`config.mk`:
```
export PLATFORM = sky130hd
export DESIGN_NAME = hsig_unit
export DESIGN_NICKNAME = d
export VERILOG_FILES = /design/src/rtl/hsig_pkg.sv /design/src/rtl/hsig_core.sv /design/src/rtl/hsig_fmt.sv /design/src/rtl/hsig_stage.sv /design/src/rtl/hsig_unit.sv
export SDC_FILE = /design/constraint.sdc
export NUM_CORES = 1
export LEC_CHECK = 0
export BUFFER_PORTS_ARGS = -buffer_cell sky130_fd_sc_hd__buf_2
export CAP_MARGIN = 40
export CORE_UTILIZATION = 45
export CTS_BUF_LIST = sky130_fd_sc_hd__clkbuf_4
export DETAILED_ROUTE_END_ITERATION = 6
export GPL_ROUTABILITY_DRIVEN = 0
export GPL_TIMING_DRIVEN = 0
export HOLD_SLACK_MARGIN = 0.08
export PLACE_DENSITY_LB_ADDON = 0.3
export REMOVE_ABC_BUFFERS = 1
export SYNTH_ARGS = -nofsm -noshare
export SYNTH_HDL_FRONTEND = slang
export SYNTH_SLANG_ARGS = --single-unit
```
`constraint.sdc`:
```
create_clock -name clk -period 3.5 [get_ports clk]
set_input_delay 0.35 -clock clk [delete_from_list [all_inputs] [get_ports clk]]
set_output_delay 0.35 -clock clk [all_outputs]
set_load 0.02 [all_outputs]
```
`src/rtl/hsig_pkg.sv`:
```
package hsig_pkg;
  localparam int WORD_W = 32;
  localparam int DST_W  = 64;
  localparam int OP_W   = 3;

  typedef enum logic [OP_W-1:0] {
    OP_SSIG0 = 3'd0,
    OP_SSIG1 = 3'd1,
    OP_BSIG0 = 3'd2,
    OP_BSIG1 = 3'd3,
    OP_PERM0 = 3'd4,
    OP_PERM1 = 3'd5,
    OP_RSV6  = 3'd6,
    OP_RSV7  = 3'd7
  } hsig_op_e;

  function automatic logic [WORD_W-1:0] rotr(input logic [WORD_W-1:0] v, input int n);
    logic [2*WORD_W-1:0] d;
    d = {v, v} >> n;
    return d[WORD_W-1:0];
  endfunction

  function automatic logic [WORD_W-1:0] rotl(input logic [WORD_W-1:0] v, input int n);
    return rotr(v, WORD_W - n);
  endfunction
endpackage

```
`src/rtl/hsig_core.sv`:
```
module hsig_core
  import hsig_pkg::*;
(
  input  logic [WORD_W-1:0] word_i,
  input  logic [OP_W-1:0]   op_i,
  output logic [WORD_W-1:0] res_o
);
  logic [WORD_W-1:0] x;
  assign x = word_i;

  always_comb begin
    unique case (hsig_op_e'(op_i))
      OP_SSIG0: res_o = rotr(x, 7)  ^ rotr(x, 18) ^ (x >> 3);
      OP_SSIG1: res_o = rotr(x, 17) ^ rotr(x, 19) ^ (x >> 10);
      OP_BSIG0: res_o = rotr(x, 2)  ^ rotr(x, 13) ^ rotr(x, 22);
      OP_BSIG1: res_o = rotr(x, 6)  ^ rotr(x, 11) ^ rotr(x, 25);
      OP_PERM0: res_o = x ^ rotl(x, 9)  ^ rotl(x, 17);
      OP_PERM1: res_o = x ^ rotl(x, 15) ^ rotl(x, 23);
      default:  res_o = '0;
    endcase
  end
endmodule

```
`src/rtl/hsig_fmt.sv`:
```
module hsig_fmt
  import hsig_pkg::*;
(
  input  logic [WORD_W-1:0] res_i,
  input  logic [OP_W-1:0]   op_i,
  input  logic              xlen64_i,
  input  logic              sha_en_i,
  input  logic              sm3_en_i,
  output logic [DST_W-1:0]  dst_o,
  output logic              illegal_o
);
  localparam int HI_W = DST_W - WORD_W;

  logic is_sha, is_sm3, ok;

  always_comb begin
    is_sha = (op_i <= OP_W'(OP_BSIG1));
    is_sm3 = (op_i == OP_W'(OP_PERM0)) || (op_i == OP_W'(OP_PERM1));
    ok     = (is_sha && sha_en_i) || (is_sm3 && sm3_en_i);
  end

  assign illegal_o = !ok;

  always_comb begin
    if (!ok)           dst_o = '0;
    else if (xlen64_i) dst_o = {{HI_W{res_i[WORD_W-1]}}, res_i};
    else               dst_o = {{HI_W{1'b0}}, res_i};
  end
endmodule

```
`src/rtl/hsig_stage.sv`:
```
module hsig_stage #(
  parameter int W        = 65,
  parameter bit REGISTER = 1'b1
) (
  input  logic         clk,
  input  logic         rst_n,
  input  logic         in_valid,
  output logic         in_ready,
  input  logic [W-1:0] in_data,
  output logic         out_valid,
  input  logic         out_ready,
  output logic [W-1:0] out_data
);
  generate
    if (REGISTER) begin : g_reg
      logic         full_q;
      logic [W-1:0] data_q;

      assign in_ready  = !full_q || out_ready;
      assign out_valid = full_q;
      assign out_data  = data_q;

      always_ff @(posedge clk) begin
        if (!rst_n) begin
          full_q <= 1'b0;
          data_q <= '0;
        end else if (in_valid && in_ready) begin
          full_q <= 1'b1;
          data_q <= in_data;
        end else if (out_ready) begin
          full_q <= 1'b0;
        end
      end


      stall_hold_chk: assert property (@(posedge clk) disable iff (!rst_n)
        (out_valid && !out_ready) |=> (out_valid && $stable(out_data)));


      full_block_chk: assert property (@(posedge clk) disable iff (!rst_n)
        (out_valid && !out_ready) |-> !in_ready);


      rise_cause_chk: assert property (@(posedge clk) disable iff (!rst_n)
        $rose(out_valid) |-> $past(in_valid && in_ready));


      accept_show_chk: assert property (@(posedge clk) disable iff (!rst_n)
        (in_valid && in_ready) |=> out_valid);
    end else begin : g_comb
      assign in_ready  = out_ready;
      assign out_valid = in_valid;
      assign out_data  = in_data;
    end
  endgenerate
endmodule

```
`src/rtl/hsig_unit.sv`:
```
module hsig_unit
  import hsig_pkg::*;
#(
  parameter bit REG_OUT = 1'b1
) (
  input  logic        clk,
  input  logic        rst_n,
  input  logic        in_valid,
  output logic        in_ready,
  input  logic [63:0] src,
  input  logic [2:0]  op,
  input  logic        xlen64,
  input  logic        sha_en,
  input  logic        sm3_en,
  output logic        out_valid,
  input  logic        out_ready,
  output logic [63:0] dst,
  output logic        illegal
);
  localparam int PAY_W = DST_W + 1;

  logic [WORD_W-1:0] res;
  logic [DST_W-1:0]  fmt_dst;
  logic              fmt_ill;
  logic [PAY_W-1:0]  pay_out;

  hsig_core u_core (
    .word_i (src[WORD_W-1:0]),
    .op_i   (op),
    .res_o  (res)
  );

  hsig_fmt u_fmt (
    .res_i     (res),
    .op_i      (op),
    .xlen64_i  (xlen64),
    .sha_en_i  (sha_en),
    .sm3_en_i  (sm3_en),
    .dst_o     (fmt_dst),
    .illegal_o (fmt_ill)
  );

  hsig_stage #(.W(PAY_W), .REGISTER(REG_OUT)) u_stage (
    .clk       (clk),
    .rst_n     (rst_n),
    .in_valid  (in_valid),
    .in_ready  (in_ready),
    .in_data   ({fmt_ill, fmt_dst}),
    .out_valid (out_valid),
    .out_ready (out_ready),
    .out_data  (pay_out)
  );

  assign illegal = pay_out[PAY_W-1];
  assign dst     = pay_out[DST_W-1:0];


  illegal_zero_chk: assert property (@(posedge clk) disable iff (!rst_n)
    (out_valid && illegal) |-> (dst == '0));


  upper_form_chk: assert property (@(posedge clk) disable iff (!rst_n)
    out_valid |-> ((dst[63:32] == 32'h0) || (dst[63:32] == 32'hFFFF_FFFF)));


  upper_sign_chk: assert property (@(posedge clk) disable iff (!rst_n)
    (out_valid && dst[63:32] != 32'h0) |-> dst[31]);
endmodule

```
## Word level (Yosys, flattened, before mapping)

Cells that the tools add are included.

| storage, ports and cells | value |
|---|---|
| flip-flop bits (word level) | 66 |
| input port bits | 74 |
| output and inout port bits | 67 |
| logic and storage cells | 35 |

| cells by class | value |
|---|---|
| order comparisons | 1 |
| eq/ne operators | 5 |
| multiplexer cells | 5 |
| bitwise operators | 12 |
| reduce and logical (&&, ||, !) cells | 10 |

Operators by type and width:

| operator | count |
|---|---|
| bitwise XOR 32 bit | 10 |
| one-hot mux 32 bit (6 select lines) | 1 |
| 2-to-1 mux 64 bit | 2 |
| bitwise XOR 32 x 22 -> 32 bit | 1 |
| bitwise XOR 32 x 29 -> 32 bit | 1 |
| == test 3 x 2 -> 1 bit (second input constant) | 2 |
| == test 3 bit (second input constant) | 2 |
| == test 3 x 1 -> 1 bit (second input constant) | 1 |
| <= comparator 3 x 2 -> 1 bit (second input constant) | 1 |
| logical AND 1 bit | 3 |
| zero test 3 bit | 1 |
| logical OR 1 bit | 3 |
| zero test 1 bit | 2 |
| 2-to-1 mux 1 bit | 2 |
| nonzero test 2 bit | 1 |

## Logic depth before layout (Yosys ltp)

| logic depth | value |
|---|---|
| word-level depth | 5 |
| mapped depth | 7 |

## By module

Synthesis repeated with hierarchy kept, for this count alone.

| unflattened totals | value |
|---|---|
| cells, all modules | 824 |
| area, all modules | 7,145.6 sq um |

Modules (own cells, without submodules):

| module | instances | cells an instance | area each (sq um) | sequential area each (sq um) |
|---|---|---|---|---|
| hsig_core | 1 | 463 | 3,806.2 | 0.0 |
| hsig_stage | 1 | 287 | 2,636.3 | 1,321.3 |
| hsig_fmt | 1 | 74 | 703.2 | 0.0 |

## Worst setup path before layout

No wires, ideal clock.

| timing | value |
|---|---|
| path type | register to register |
| start point | register u_stage.g_reg.full_q, in the netlist u_stage.out_valid |
| end point | register u_stage.g_reg.data_q[9], in the netlist u_stage.out_data[9] |
| library setup time | 0.122 ns |
| arrival | 1.574 ns |
| required time | 3.378 ns |
| slack | 1.804 ns |
| stages on the path, launching flop included | 7 |
| path buffers | 1 |
| clock period less this slack | 1.696 ns |
| path through | dfxtp_1 -> nand2b_1 -> and2_1 -> buf_2 -> nand3b_2 -> nor2_1 -> a221o_1 |

| between the ends | value |
|---|---|
| word-level cells in the longest chain between the ends | 3 |

RTL lines:

| what | line | text |
|---|---|---|
| start: declaration | hsig_stage.sv:16 | `logic full_q;` |
| start signal: assignment | hsig_stage.sv:25 | `full_q <= 1'b0;` |
| start signal: assignment | hsig_stage.sv:28 | `full_q <= 1'b1;` |
| start signal: assignment | hsig_stage.sv:31 | `full_q <= 1'b0;` |
| zero test 1 bit | hsig_stage.sv:19 | `assign in_ready = !full_q \|\| out_ready;` |
| logical OR 1 bit | hsig_stage.sv:19 |  |
| named net in_ready | hsig_unit.sv:9 | `output logic in_ready,` |
| logical AND 1 bit | hsig_stage.sv:27 | `end else if (in_valid && in_ready) begin` |
| end signal: assignment | hsig_stage.sv:29 | `data_q <= in_data;` |
| end: declaration | hsig_stage.sv:17 | `logic [W-1:0] data_q;` |

The timed path passes the listed nets, and every way through them passes these cells.
A chain may end at the register's enable or synchronous reset.

## Worst setup path after layout

| timing | value |
|---|---|
| start point | register u_stage.g_reg.full_q, in the netlist u_stage.out_valid |
| end point | register u_stage.g_reg.data_q[6], in the netlist u_stage.out_data[6] |

| between the ends | value |
|---|---|
| word-level cells in the longest chain between the ends | 3 |

RTL lines:

| what | line |
|---|---|
| zero test 1 bit | hsig_stage.sv:19 |
| logical OR 1 bit | hsig_stage.sv:19 |
| logical AND 1 bit | hsig_stage.sv:27 |

No other way between the ends.

==> summary.md <==
| Metric | Value |
|---|---|
| Status | completed |
| CTS tree | built |
| Area Growth Syn to Fin | 5.43% |
| Synth area leader | xnor2_1 |
| Final Hold Fails | 0 |
| Die Area | 12300 µm² |
| TritonCTS buffer count | 5 |
| Pwr Density | 295 nW/µm² |
| Hold WC Path Type | in -> reg |
| Initial antenna violation count | 0 |
| Grt ovf | 0 |
| Core area | 11500 µm² |
| Setup WS post-layout | 1.37 ns |
| Die width | 111 µm |
| DRC viols | 0 |
| Vias in the first global route | 4715 |
| Fmax | 0.469 GHz |
| Final core occ | 49.0% |
| Hold slack | 0.215 ns |
| Netlist cell types | 42 |
| Synth area leaders | xnor2_1 38%, dfxtp_1 13%, a22oi_1 8.5%, buf_4 7.6%, xnor2_2 4.6% |
| First-pass GRT wire length | 27300 µm |
| Final Cycle Share | 60.9% |
| Placed instance area | 5540 µm² |
| Crit Path Max Fanout | 12 |
| Fin Setup TNS | 0 ns |
| DR iter-0 viols | 503 |
| Worst VDD drop | 0.168 mV |
| Sw Pwr | 0.698 mW |
| Worst reg2reg path depth | 5 |
| Post-synth EDFFs | 0 |
| Critical Path End | u_stage.out_data[6] |
| Post-synth ARST share | 0% |
| RR Startpoint | u_stage.out_valid |
| Critical Path Sink Type | flip-flop |
| Worst slew pin tran | 0.989 ns |
| Vias per Instance | 6.12 |
| Design area | 5610 µm² |
| Mapped Area | 5330 µm² |
| Setup Skew | 0.0169 ns |
| R2R Path End | u_stage.out_data[6] |
| Comb power frac | 54.9% |
| Final Max Slew Viols | 0 |
| DR vias | 4846 |
| Max Cap Viol | 0 |
| Fill cells | 1125 |
| Clock transition at the registers of the reported paths | 0.13 ns |
| All-Layer GR Usage | 28.8% |
| CTS Sinks | 35 |
| Footprint of the multi-input gates | 3970 µm² |
| Seq/Total Area, Yosys | 13.2% |
| Unrepaired setup endpoints after global routing | no |
| Slew HR | 33.7% |
| Final net count | 722 |
| Largest net degree at the start of global routing | 40 |
| CP max stage delay | 0.86 ns |
| Startpoint types | flip-flop |
| Seq pwr share | 26.2% |
| HPWL after DPL | 12000 µm |
| Critical Setup Path Class | reg -> reg |
| Max clock buf depth | 2 |
| Sw frac | 42.2% |
| Leakage | 2.07 nW |
| Share of cells above drive strength 1 | 23.0% |
| Routed length per placed instance | 22.8 µm |
| ANT cells | 0 |
| Setup violators final | 0 |
| Post-synthesis cell count | 622 |
| Detailed Route WL | 18100 µm |
| Port Buffers | 108 |
| # rows | 39 |
| Cell breakdown of the critical path | nand2b_1 -> nand2_1 -> nor3b_2 -> nand2_1 -> o221ai_1 |
| Slowest-stage cell, CP | nor3b_2 |
| Placed insts | 784 |
| Post-CTS Hold Buffers | 0 |
| Number of buffers added for setup after CTS | 0 |
| Crit path required time | 3.80 ns |
| Post-Place Worst Slack | 1.06 ns |
| Post-Syn Area per Cell | 8.56 µm² |
| Synth top area share | 37.8% |
| WP buf/inv | 0 |
| Fin crit period | 2.13 ns |
| CP top delay family | simple AND/OR/NAND/NOR gates |
| Initial Util | 46.4% |
| Predominant post-synthesis flop cell | dfxtp_1 |
| Internal | 0.957 mW |
| Fin cells | 792 |
| Die outline height | 111 µm |
| Crit path top cell by count | nand2_1 |
| Antenna violation net count after detailed routing | 0 |
| Critical path origin | u_stage.out_valid |
| FF-to-FF setup slack | 1.37 ns |
| DR pass1 iterations | 5 |
| Worst-Skew Late Latency | 0.37 ns |
| Clock Power Share | 19.0% |
| H-Tree Depth | 2 |
| Crit. path cell count | 5 |
| Root buffer cell | clkbuf_4 |
| Register area | 701 µm² |
| Post_cts resized | 0 |
| Worst EP arrival | 2.43 ns |
| Total Power | 1.66 mW |
| #FFs+latches synth | 35 |
| Ys Warns | 0 |
| Top Ports | 141 |
-- metal layers --
layer,vias up,track usage [%],share of wire (%)
li1,2127,-,-
met1,2246,37.7,40
met2,403,43.5,43
met3,70,8.42,13
met4,0,13.2,3.8
met5,-,0,0
-- how the worst min path moves through the flow --
stage | cells past startpoint | endpoint | from | slack, ns
final | 3 | u_stage.out_data[63] | xlen64 | 0.22
after global routing | 3 | u_stage.out_valid | in_valid | 0.23
after CTS | 3 | u_stage.out_data[63] | xlen64 | 0.22
after detailed placement | 2 | u_stage.out_data[31] | u_stage.out_data[31] | 0.44
after global placement | 2 | u_stage.out_data[31] | u_stage.out_data[31] | 0.43
after floorplan | 2 | u_stage.out_valid | in_valid | 0.49
-- flip-flops by register name, summed over array words and instances, names as in the netlist --
register,cells
u_stage.out_valid,1
u_stage.out_data,34
-- synth_stat cells (6+ instances only) --
library cell / number
mux2i_1: 9
xor2_1: 17
a311oi_1: 6
dfxtp_1: 35
xnor2_2: 15
buf_2: 30
nor2_1: 29
a22oi_1: 60
xnor2_1: 230
nand3_1: 6
a221o_1: 6
a21oi_1: 23
a22o_1: 9
buf_4: 54
nand2_1: 22
o211a_1: 7
buf_6: 8
-- worst reg2reg max path, delay by kind of cell (launching register included) --
family | cells | cell delay, ns
flip-flops | 1 | 0.33
AND/OR/NAND/NOR | 4 | 1.52
AO/OA/AOI/OAI | 1 | 0.20
-- layout make-up --
cell class,count,area share (%)
tap,143,3.19
inverter,1,0.0669
sequential,35,12.5
timing repair buffer,116,12.2
clock inverter,3,0.691
multi-input combinational,489,70.7
clock buffer,5,0.669
-- kinds of logic after synthesis --
logic type / synth area share, %
xor+xnor: 45.5
compound gates: 18.9
buf+inv: 12.5
simple gates: 7.52
flops: 13.2
mux: 2.33
-- cell usage in the layout, fill, tap and decap left out, types with 4 or more instances in the layout --
cell,Yosys,final
xnor2_1,230,230
buf_2,30,108
a22oi_1,60,60
dfxtp_1,35,35
nor2_1,29,29
a21oi_1,23,23
nand2_1,22,22
xor2_1,17,17
xnor2_2,15,15
mux2i_1,9,9
a22o_1,9,9
o211a_1,7,7
a221o_1,6,6
a311oi_1,6,6
nand3_1,6,6
a221oi_1,5,5
clkbuf_4,0,5
and2_1,4,4
nor3_1,5,4
a211oi_1,4,4
-- power groups by stage --
stage               sequential (mW)  clock (mW)  combinational (mW)
finish                        0.433       0.314               0.908
global route                  0.436       0.333               0.964
CTS                           0.433       0.323               0.891
detailed placement            0.442           0               0.887
global placement              0.441           0               0.856
floorplan                     0.479           0               0.551
No activity file was read; power rests on OpenSTA's default activity.
